**src/rtl/coarb_pkg.sv**
```systemverilog
`timescale 1ns/1ps
package coarb_pkg;
  typedef enum logic [1:0] {
    SLOT_EMPTY   = 2'd0,
    SLOT_LOADING = 2'd1,
    SLOT_READY   = 2'd2
  } slot_st_e;
endpackage

```
**src/rtl/coarb_rank.sv**
```systemverilog
`timescale 1ns/1ps
// Ranks a score vector: rank 0 is the highest score, ties go to the lower index.
module coarb_rank #(
  parameter int N_TASKS = 4,
  parameter int W       = 16,
  localparam int TIDX_W = $clog2(N_TASKS)
) (
  input  logic [N_TASKS-1:0][W-1:0]      vals,
  output logic [N_TASKS-1:0][TIDX_W-1:0] rank
);
  always_comb begin
    for (int i = 0; i < N_TASKS; i++) begin
      int cnt;
      cnt = 0;
      for (int j = 0; j < N_TASKS; j++) begin
        if (j != i && ((vals[j] > vals[i]) || (vals[j] == vals[i] && j < i)))
          cnt++;
      end
      rank[i] = TIDX_W'(cnt);
    end
  end
endmodule

```
**src/rtl/coarb_score_bank.sv**
```systemverilog
`timescale 1ns/1ps
// Queues completions, applies one per cycle, clips and renormalises scores.
module coarb_score_bank #(
  parameter int N_TASKS = 4,
  parameter int N_SLOTS = 2,
  parameter int SAV_W   = 12,
  parameter int THR_W   = 15,
  localparam int SCORE_W = THR_W + 1,
  localparam int TIDX_W  = $clog2(N_TASKS)
) (
  input  logic                              clk,
  input  logic                              rst_n,
  input  logic [THR_W-1:0]                  thresh,
  input  logic [N_TASKS-1:0]                done_vld,
  input  logic [N_TASKS-1:0][SAV_W-1:0]     done_sav,
  output logic [N_TASKS-1:0][SCORE_W-1:0]   score_q,
  output logic [N_TASKS-1:0]                upd_mask,
  output logic [SCORE_W-1:0]                renorm_x
);
  logic [N_TASKS-1:0]               pend_q;
  logic [N_TASKS-1:0][SAV_W-1:0]    sav_q;
  logic [N_TASKS-1:0][SCORE_W-1:0]  added;
  logic [N_TASKS-1:0][SCORE_W-1:0]  score_n;
  logic [N_TASKS-1:0][TIDX_W-1:0]   post_rank;

  function automatic logic [SCORE_W-1:0] sat_add(input logic [SCORE_W-1:0] s,
                                                 input logic [SAV_W-1:0]   v,
                                                 input logic [THR_W-1:0]   t);
    logic [SCORE_W:0] sum;
    logic [SCORE_W:0] cap;
    sum = {1'b0, s} + {{(SCORE_W + 1 - SAV_W){1'b0}}, v};
    cap = {1'b0, t, 1'b0};
    return (sum > cap) ? cap[SCORE_W-1:0] : sum[SCORE_W-1:0];
  endfunction

  function automatic logic [SCORE_W-1:0] floor_sub(input logic [SCORE_W-1:0] s,
                                                   input logic [SCORE_W-1:0] x);
    return (s > x) ? (s - x) : '0;
  endfunction

  // lowest pending index wins this cycle
  always_comb begin
    logic found;
    found    = 1'b0;
    upd_mask = '0;
    for (int i = 0; i < N_TASKS; i++) begin
      if (pend_q[i] && !found) begin
        upd_mask[i] = 1'b1;
        found       = 1'b1;
      end
    end
  end

  always_comb begin
    for (int i = 0; i < N_TASKS; i++)
      added[i] = upd_mask[i] ? sat_add(score_q[i], sav_q[i], thresh) : score_q[i];
  end

  coarb_rank #(.N_TASKS(N_TASKS), .W(SCORE_W)) u_post_rank (
    .vals (added),
    .rank (post_rank)
  );

  // offset: smallest nonzero score outside the top N_SLOTS
  always_comb begin
    renorm_x = '0;
    for (int i = 0; i < N_TASKS; i++) begin
      if (int'(post_rank[i]) >= N_SLOTS && added[i] != '0 &&
          (renorm_x == '0 || added[i] < renorm_x))
        renorm_x = added[i];
    end
  end

  always_comb begin
    for (int i = 0; i < N_TASKS; i++)
      score_n[i] = (|upd_mask) ? floor_sub(added[i], renorm_x) : score_q[i];
  end

  always_ff @(posedge clk) begin
    if (!rst_n) begin
      pend_q  <= '0;
      sav_q   <= '0;
      score_q <= '0;
    end else begin
      score_q <= score_n;
      pend_q  <= (pend_q & ~upd_mask) | done_vld;
      for (int i = 0; i < N_TASKS; i++)
        if (done_vld[i]) sav_q[i] <= done_sav[i];
    end
  end
endmodule

```
**src/rtl/coarb_slot_ctrl.sv**
```systemverilog
`timescale 1ns/1ps
// Picks candidate and victim, issues loads, tracks slot states and grants.
module coarb_slot_ctrl
  import coarb_pkg::*;
#(
  parameter int N_TASKS = 4,
  parameter int N_SLOTS = 2,
  parameter int THR_W   = 15,
  localparam int SCORE_W = THR_W + 1,
  localparam int TIDX_W  = $clog2(N_TASKS),
  localparam int SIDX_W  = (N_SLOTS > 1) ? $clog2(N_SLOTS) : 1
) (
  input  logic                             clk,
  input  logic                             rst_n,
  input  logic [THR_W-1:0]                 thresh,
  input  logic [N_TASKS-1:0][SCORE_W-1:0]  score_q,
  input  logic [N_TASKS-1:0][TIDX_W-1:0]   rank,
  input  logic [N_TASKS-1:0]               busy,
  input  logic [N_TASKS-1:0]               acc_req,
  input  logic [N_SLOTS-1:0]               rcfg_done,
  output logic [N_TASKS-1:0]               acc_gnt,
  output logic [N_SLOTS-1:0]               rcfg_req,
  output logic [N_SLOTS-1:0][TIDX_W-1:0]   rcfg_task,
  output logic                             rc_fire,
  output logic [SIDX_W-1:0]                rc_slot
);
  slot_st_e                         st_q [N_SLOTS];
  logic [N_SLOTS-1:0][TIDX_W-1:0]   own_q;
  logic [N_TASKS-1:0]               owned;
  logic [N_TASKS-1:0]               ready;
  logic [N_SLOTS-1:0][TIDX_W-1:0]   own_rank;
  logic [N_SLOTS-1:0][SCORE_W-1:0]  own_score;
  logic [N_SLOTS-1:0]               own_busy;
  logic                             cand_ok;
  logic [TIDX_W-1:0]                cand_idx;
  logic [TIDX_W-1:0]                cand_rank;
  logic [SCORE_W-1:0]               cand_score;
  int                               v_slot;
  logic                             v_empty;
  logic [SCORE_W-1:0]               v_score;

  // per-slot view of its owner
  always_comb begin
    owned     = '0;
    ready     = '0;
    own_rank  = '0;
    own_score = '0;
    own_busy  = '0;
    for (int s = 0; s < N_SLOTS; s++) begin
      for (int i = 0; i < N_TASKS; i++) begin
        if (own_q[s] == TIDX_W'(i)) begin
          own_rank[s]  = rank[i];
          own_score[s] = score_q[i];
          own_busy[s]  = busy[i];
          if (st_q[s] != SLOT_EMPTY) owned[i] = 1'b1;
          if (st_q[s] == SLOT_READY) ready[i] = 1'b1;
        end
      end
    end
  end

  // best-ranked eligible non-owner
  always_comb begin
    cand_ok    = 1'b0;
    cand_idx   = '0;
    cand_rank  = '0;
    cand_score = '0;
    for (int i = 0; i < N_TASKS; i++) begin
      if (int'(rank[i]) < N_SLOTS && !owned[i] && (!cand_ok || rank[i] < cand_rank)) begin
        cand_ok    = 1'b1;
        cand_idx   = TIDX_W'(i);
        cand_rank  = rank[i];
        cand_score = score_q[i];
      end
    end
  end

  // victim: first empty slot, else worst-ranked owner
  always_comb begin
    logic found;
    v_slot  = 0;
    v_empty = 1'b0;
    found   = 1'b0;
    for (int s = 0; s < N_SLOTS; s++) begin
      if (st_q[s] == SLOT_EMPTY) begin
        if (!v_empty) begin
          v_empty = 1'b1;
          v_slot  = s;
        end
      end else if (!v_empty && (!found || own_rank[s] > own_rank[v_slot])) begin
        found  = 1'b1;
        v_slot = s;
      end
    end
    v_score = v_empty ? '0 : own_score[v_slot];
  end

  always_comb begin
    rc_fire = cand_ok && (cand_score > v_score) &&
              ((cand_score - v_score) > {1'b0, thresh}) &&
              (st_q[v_slot] != SLOT_LOADING) &&
              !(!v_empty && own_busy[v_slot]);
    rc_slot = SIDX_W'(v_slot);
  end

  always_ff @(posedge clk) begin
    if (!rst_n) begin
      for (int s = 0; s < N_SLOTS; s++) st_q[s] <= SLOT_EMPTY;
      own_q <= '0;
    end else begin
      for (int s = 0; s < N_SLOTS; s++) begin
        if (st_q[s] == SLOT_LOADING && rcfg_done[s]) st_q[s] <= SLOT_READY;
        if (rc_fire && v_slot == s) begin
          st_q[s]  <= SLOT_LOADING;
          own_q[s] <= cand_idx;
        end
      end
    end
  end

  always_comb begin
    for (int s = 0; s < N_SLOTS; s++) rcfg_req[s] = (st_q[s] == SLOT_LOADING);
    rcfg_task = own_q;
    acc_gnt   = acc_req & ready;
  end
endmodule

```
**src/rtl/coproc_own_arb.sv**
```systemverilog
`timescale 1ns/1ps
module coproc_own_arb #(
  parameter int N_TASKS = 4,
  parameter int N_SLOTS = 2,
  parameter int SAV_W   = 12,
  parameter int THR_W   = 15,
  localparam int TIDX_W = $clog2(N_TASKS)
) (
  input  logic                        clk,
  input  logic                        rst_n,
  input  logic [THR_W-1:0]            thresh,
  input  logic [N_TASKS-1:0]          done_vld,
  input  logic [N_TASKS*SAV_W-1:0]    done_sav,
  input  logic [N_TASKS-1:0]          busy,
  input  logic [N_TASKS-1:0]          acc_req,
  output logic [N_TASKS-1:0]          acc_gnt,
  output logic [N_SLOTS-1:0]          rcfg_req,
  output logic [N_SLOTS*TIDX_W-1:0]   rcfg_task,
  input  logic [N_SLOTS-1:0]          rcfg_done
);
  localparam int SCORE_W = THR_W + 1;
  localparam int SIDX_W  = (N_SLOTS > 1) ? $clog2(N_SLOTS) : 1;

  logic [N_TASKS-1:0][SAV_W-1:0]    sav_arr;
  logic [N_TASKS-1:0][SCORE_W-1:0]  score_q;
  logic [N_TASKS-1:0][TIDX_W-1:0]   rank;
  logic [N_TASKS-1:0]               upd_mask;
  logic [SCORE_W-1:0]               renorm_x;
  logic [N_SLOTS-1:0][TIDX_W-1:0]   task_arr;
  logic                             rc_fire;
  logic [SIDX_W-1:0]                rc_slot;

  assign sav_arr   = done_sav;
  assign rcfg_task = task_arr;

  coarb_score_bank #(.N_TASKS(N_TASKS), .N_SLOTS(N_SLOTS), .SAV_W(SAV_W), .THR_W(THR_W)) u_bank (
    .clk      (clk),
    .rst_n    (rst_n),
    .thresh   (thresh),
    .done_vld (done_vld),
    .done_sav (sav_arr),
    .score_q  (score_q),
    .upd_mask (upd_mask),
    .renorm_x (renorm_x)
  );

  coarb_rank #(.N_TASKS(N_TASKS), .W(SCORE_W)) u_rank (
    .vals (score_q),
    .rank (rank)
  );

  coarb_slot_ctrl #(.N_TASKS(N_TASKS), .N_SLOTS(N_SLOTS), .THR_W(THR_W)) u_slots (
    .clk       (clk),
    .rst_n     (rst_n),
    .thresh    (thresh),
    .score_q   (score_q),
    .rank      (rank),
    .busy      (busy),
    .acc_req   (acc_req),
    .rcfg_done (rcfg_done),
    .acc_gnt   (acc_gnt),
    .rcfg_req  (rcfg_req),
    .rcfg_task (task_arr),
    .rc_fire   (rc_fire),
    .rc_slot   (rc_slot)
  );
endmodule

```
**config.mk**
```make
export PLATFORM = sky130hd
export DESIGN_NAME = coproc_own_arb
export DESIGN_NICKNAME = d
export VERILOG_FILES = /design/src/rtl/coarb_pkg.sv /design/src/rtl/coarb_rank.sv /design/src/rtl/coarb_score_bank.sv /design/src/rtl/coarb_slot_ctrl.sv /design/src/rtl/coproc_own_arb.sv
export SDC_FILE = /design/constraint.sdc
export NUM_CORES = 1
export LEC_CHECK = 0
export BUFFER_PORTS_ARGS = -buffer_cell sky130_fd_sc_hd__buf_2
export CORE_MARGIN = 2
export CORE_UTILIZATION = 45
export DETAILED_ROUTE_END_ITERATION = 8
export PLACE_DENSITY = 0.73
export SLEW_MARGIN = 20
export SYNTH_ARGS = -nofsm -noshare
export SYNTH_HDL_FRONTEND = slang
export SYNTH_SLANG_ARGS = --single-unit
```
**constraint.sdc**
```tcl
create_clock -name clk -period 52.5 [get_ports clk]
set_clock_uncertainty 0.05 [all_clocks]
set_input_delay 10.5 -clock clk [delete_from_list [all_inputs] [get_ports clk]]
set_output_delay 10.5 -clock clk [all_outputs]
set_load 0.02 [all_outputs]
```
==> metrics.cfg <==
[logic_synthesis]
synth_ff_type = dfxtp_1
synthCells = 3036
syn_area_mm2 = 0.02343
synth_edf_count = 2
synthArstFlopShare_pct = 0
yosys_register_bits = 124
synth_warnings = 0
yosysSeqAreaShare_pct = 10.68
avgSynthCellArea_um2 = 7.717
ys_types = 115

[drt]
via_per_inst = 6.621
dr.pass1.iters = 6
drt_iter0_drc = 2853
drc = 0
postRouteAntennaNets = 0
wire_per_inst_um = 26.75
vias = 25227
wl_um = 101900

[global_route]
antenna_found_initial = 3
track_usage_pct = 37.46
grt_max_degree = 57
grt_pass1_vias = 23421
grt_pass1_wl_um = 150700
grt.overflow.total = 0

[sta]
post-route-period-util_pct = 53.50
setup_viol = 0
tns_ps = 0
hold_viol_final = 0
max_freq_mhz = 35.60
slew_headroom_pct = 21.19
fin_crit_ps = 28090
drv_slew = 0
worst_pin_slew_ps = 1164
rsz0062_at_grt = no

[worst_setup_path]
critPathLaunchType = primary input
crit_top_cell = a21oi_1
crit_path_top_delay_cell = and2_1
cp-end-kind = flip-flop
critPathKind = in -> reg
path_max_fanout = 27
slowest_delay_ps = 840
crit_arrival_ps = 28380
critical_path_required_ps = 52790

[cells_and_area]
n_fill_cell = 5143
drive_above_1_share_pct = 10.61
mostFrequentLayoutCells = 416 x ha_1, 263 x nor2_1, 223 x a21oi_1, 206 x nand2_1, 186 x inv_1
layout_commonest_cell = ha_1
final_nets = 3616
syn_to_final_growth_pct = 8.801
finalNonFillerCells = 3810
fin_util_pct = 49.59

[run]
maxCapViolations = 0

[clock_network]
cts_tree = built
cts.reportedPaths.clkPinSlew_ps = 70
postCtsResizedCells = 0
cts_root_buffer = clkbuf_16
cts.sinks = 124
cts-hold-fix-buffers = 0
clk_latency_ps = 460
clockBufferDepth = 2
htree_levels = 4
post_cts_buffers = 0
numCtsBuffers = 17

[worst_hold_path]
min_path_type = reg -> reg

[placed_design]
dp.cells = 3777
place.gp.congestion = 1.053
dpl.hpwl_um = 80650
portBuffers = 88

[die]
core_area_mm2 = 0.05141
die_area_mm2 = 0.05391
fp.dieW_um = 232.2
dieHeight_um = 232.2
initial_core_util_pct = 45.58
core.rowCount = 83
io_pins = 89

[outcome]
status = finished, final reports clean

-- flip-flops by register name, indices dropped and copies added (netlist names) --
register / count
u_bank.pend_q: 4
u_bank.sav_q: 48
u_bank.score_q: 64
u_slots.rcfg_task: 4
u_slots.st_q: 4
-- kinds of logic after synthesis --
| logic type | Yosys count | synth area share, % |
|---|---|---|
| AO/OA/AOI/OAI | 978 | 28.37 |
| AND/OR/NAND/NOR | 905 | 19.01 |
| adder cells (fa/ha/maj) | 438 | 23.38 |
| buffers and inverters | 314 | 5.298 |
| XOR/XNOR | 144 | 5.415 |
| multiplexers | 132 | 7.829 |
| flip-flops | 124 | 10.68 |
| other | 1 | 0.01601 |
-- synth_stat cells, types with 59 or more instances --
cell	number	area (um^2)
inv_1	186	698.2
a21oi_1	223	1116
a21o_1	111	833.3
clkbuf_1	85	319.1
nor2_1	263	987.2
nand2_1	206	773.2
dfxtp_1	122	2442
o21ai_0	172	860.8
mux2i_1	71	710.7
nor3_1	59	295.3
nand3_1	66	330.3
ha_1	416	5205
xnor2_1	100	875.8
nand4_1	78	488.0
-- path summary, 6_finish.rpt --
path | from | endpoint | slack (ps) | cells after the start
setup / recovery | thresh[5] | u_bank.score_q[62] | 24410 | 67
hold / removal | u_bank.sav_q[40] | u_bank.sav_q[40] | 460 | 2
setup reg to reg | u_bank.score_q[49] | u_bank.score_q[62] | 31790 | 78
hold reg to reg | u_bank.sav_q[40] | u_bank.sav_q[40] | 460 | 2
-- worst max-delay path: cells and delay by family --
kind | cells | cell delay (ps)
AOI/OAI and AO/OA | 40 | 10150
and+or+nand+nor | 13 | 3330
adders and majority gates | 8 | 2940
buffers and inverters | 5 | 1190
muxes | 1 | 210
-- through the flow --
step / area, um^2 / setup slack (ps) / hold WS, ps
global route: 25490 / 23370 / 476.1
floorplan: 23440 / 27790 / 414.6
finish: 25490 / 24410 / 456.7
detailed placement: 24920 / 24470 / 438.6
global placement: 24920 / 24600 / 433.3
CTS: 25490 / 24830 / 455.3
-- final cells by class --
cell class              count  area [um^2]  area share (%)
diodes                      1        2.502        0.009817
clock buffers              18        429.2           1.684
clock inverters            14        135.1          0.5301
inverters                 196        737.0           2.891
multi-input cells        2600        19730           77.38
flip-flops and latches    124         2502           9.817
well taps                 680        850.8           3.338
repair buffers            177         1109           4.349
-- routing by layer --
metal	global-route usage, %	vias to the layer above	wire, um
li1	-	11596	-
met1	48.89	11766	40840
met2	56.43	1479	42530
met3	6.974	386	10910
met4	23.98	0	7654
met5	0	-	0
Power is not shown: default switching activity piles up to over one toggle a cycle in this logic, so the estimate is an artifact.
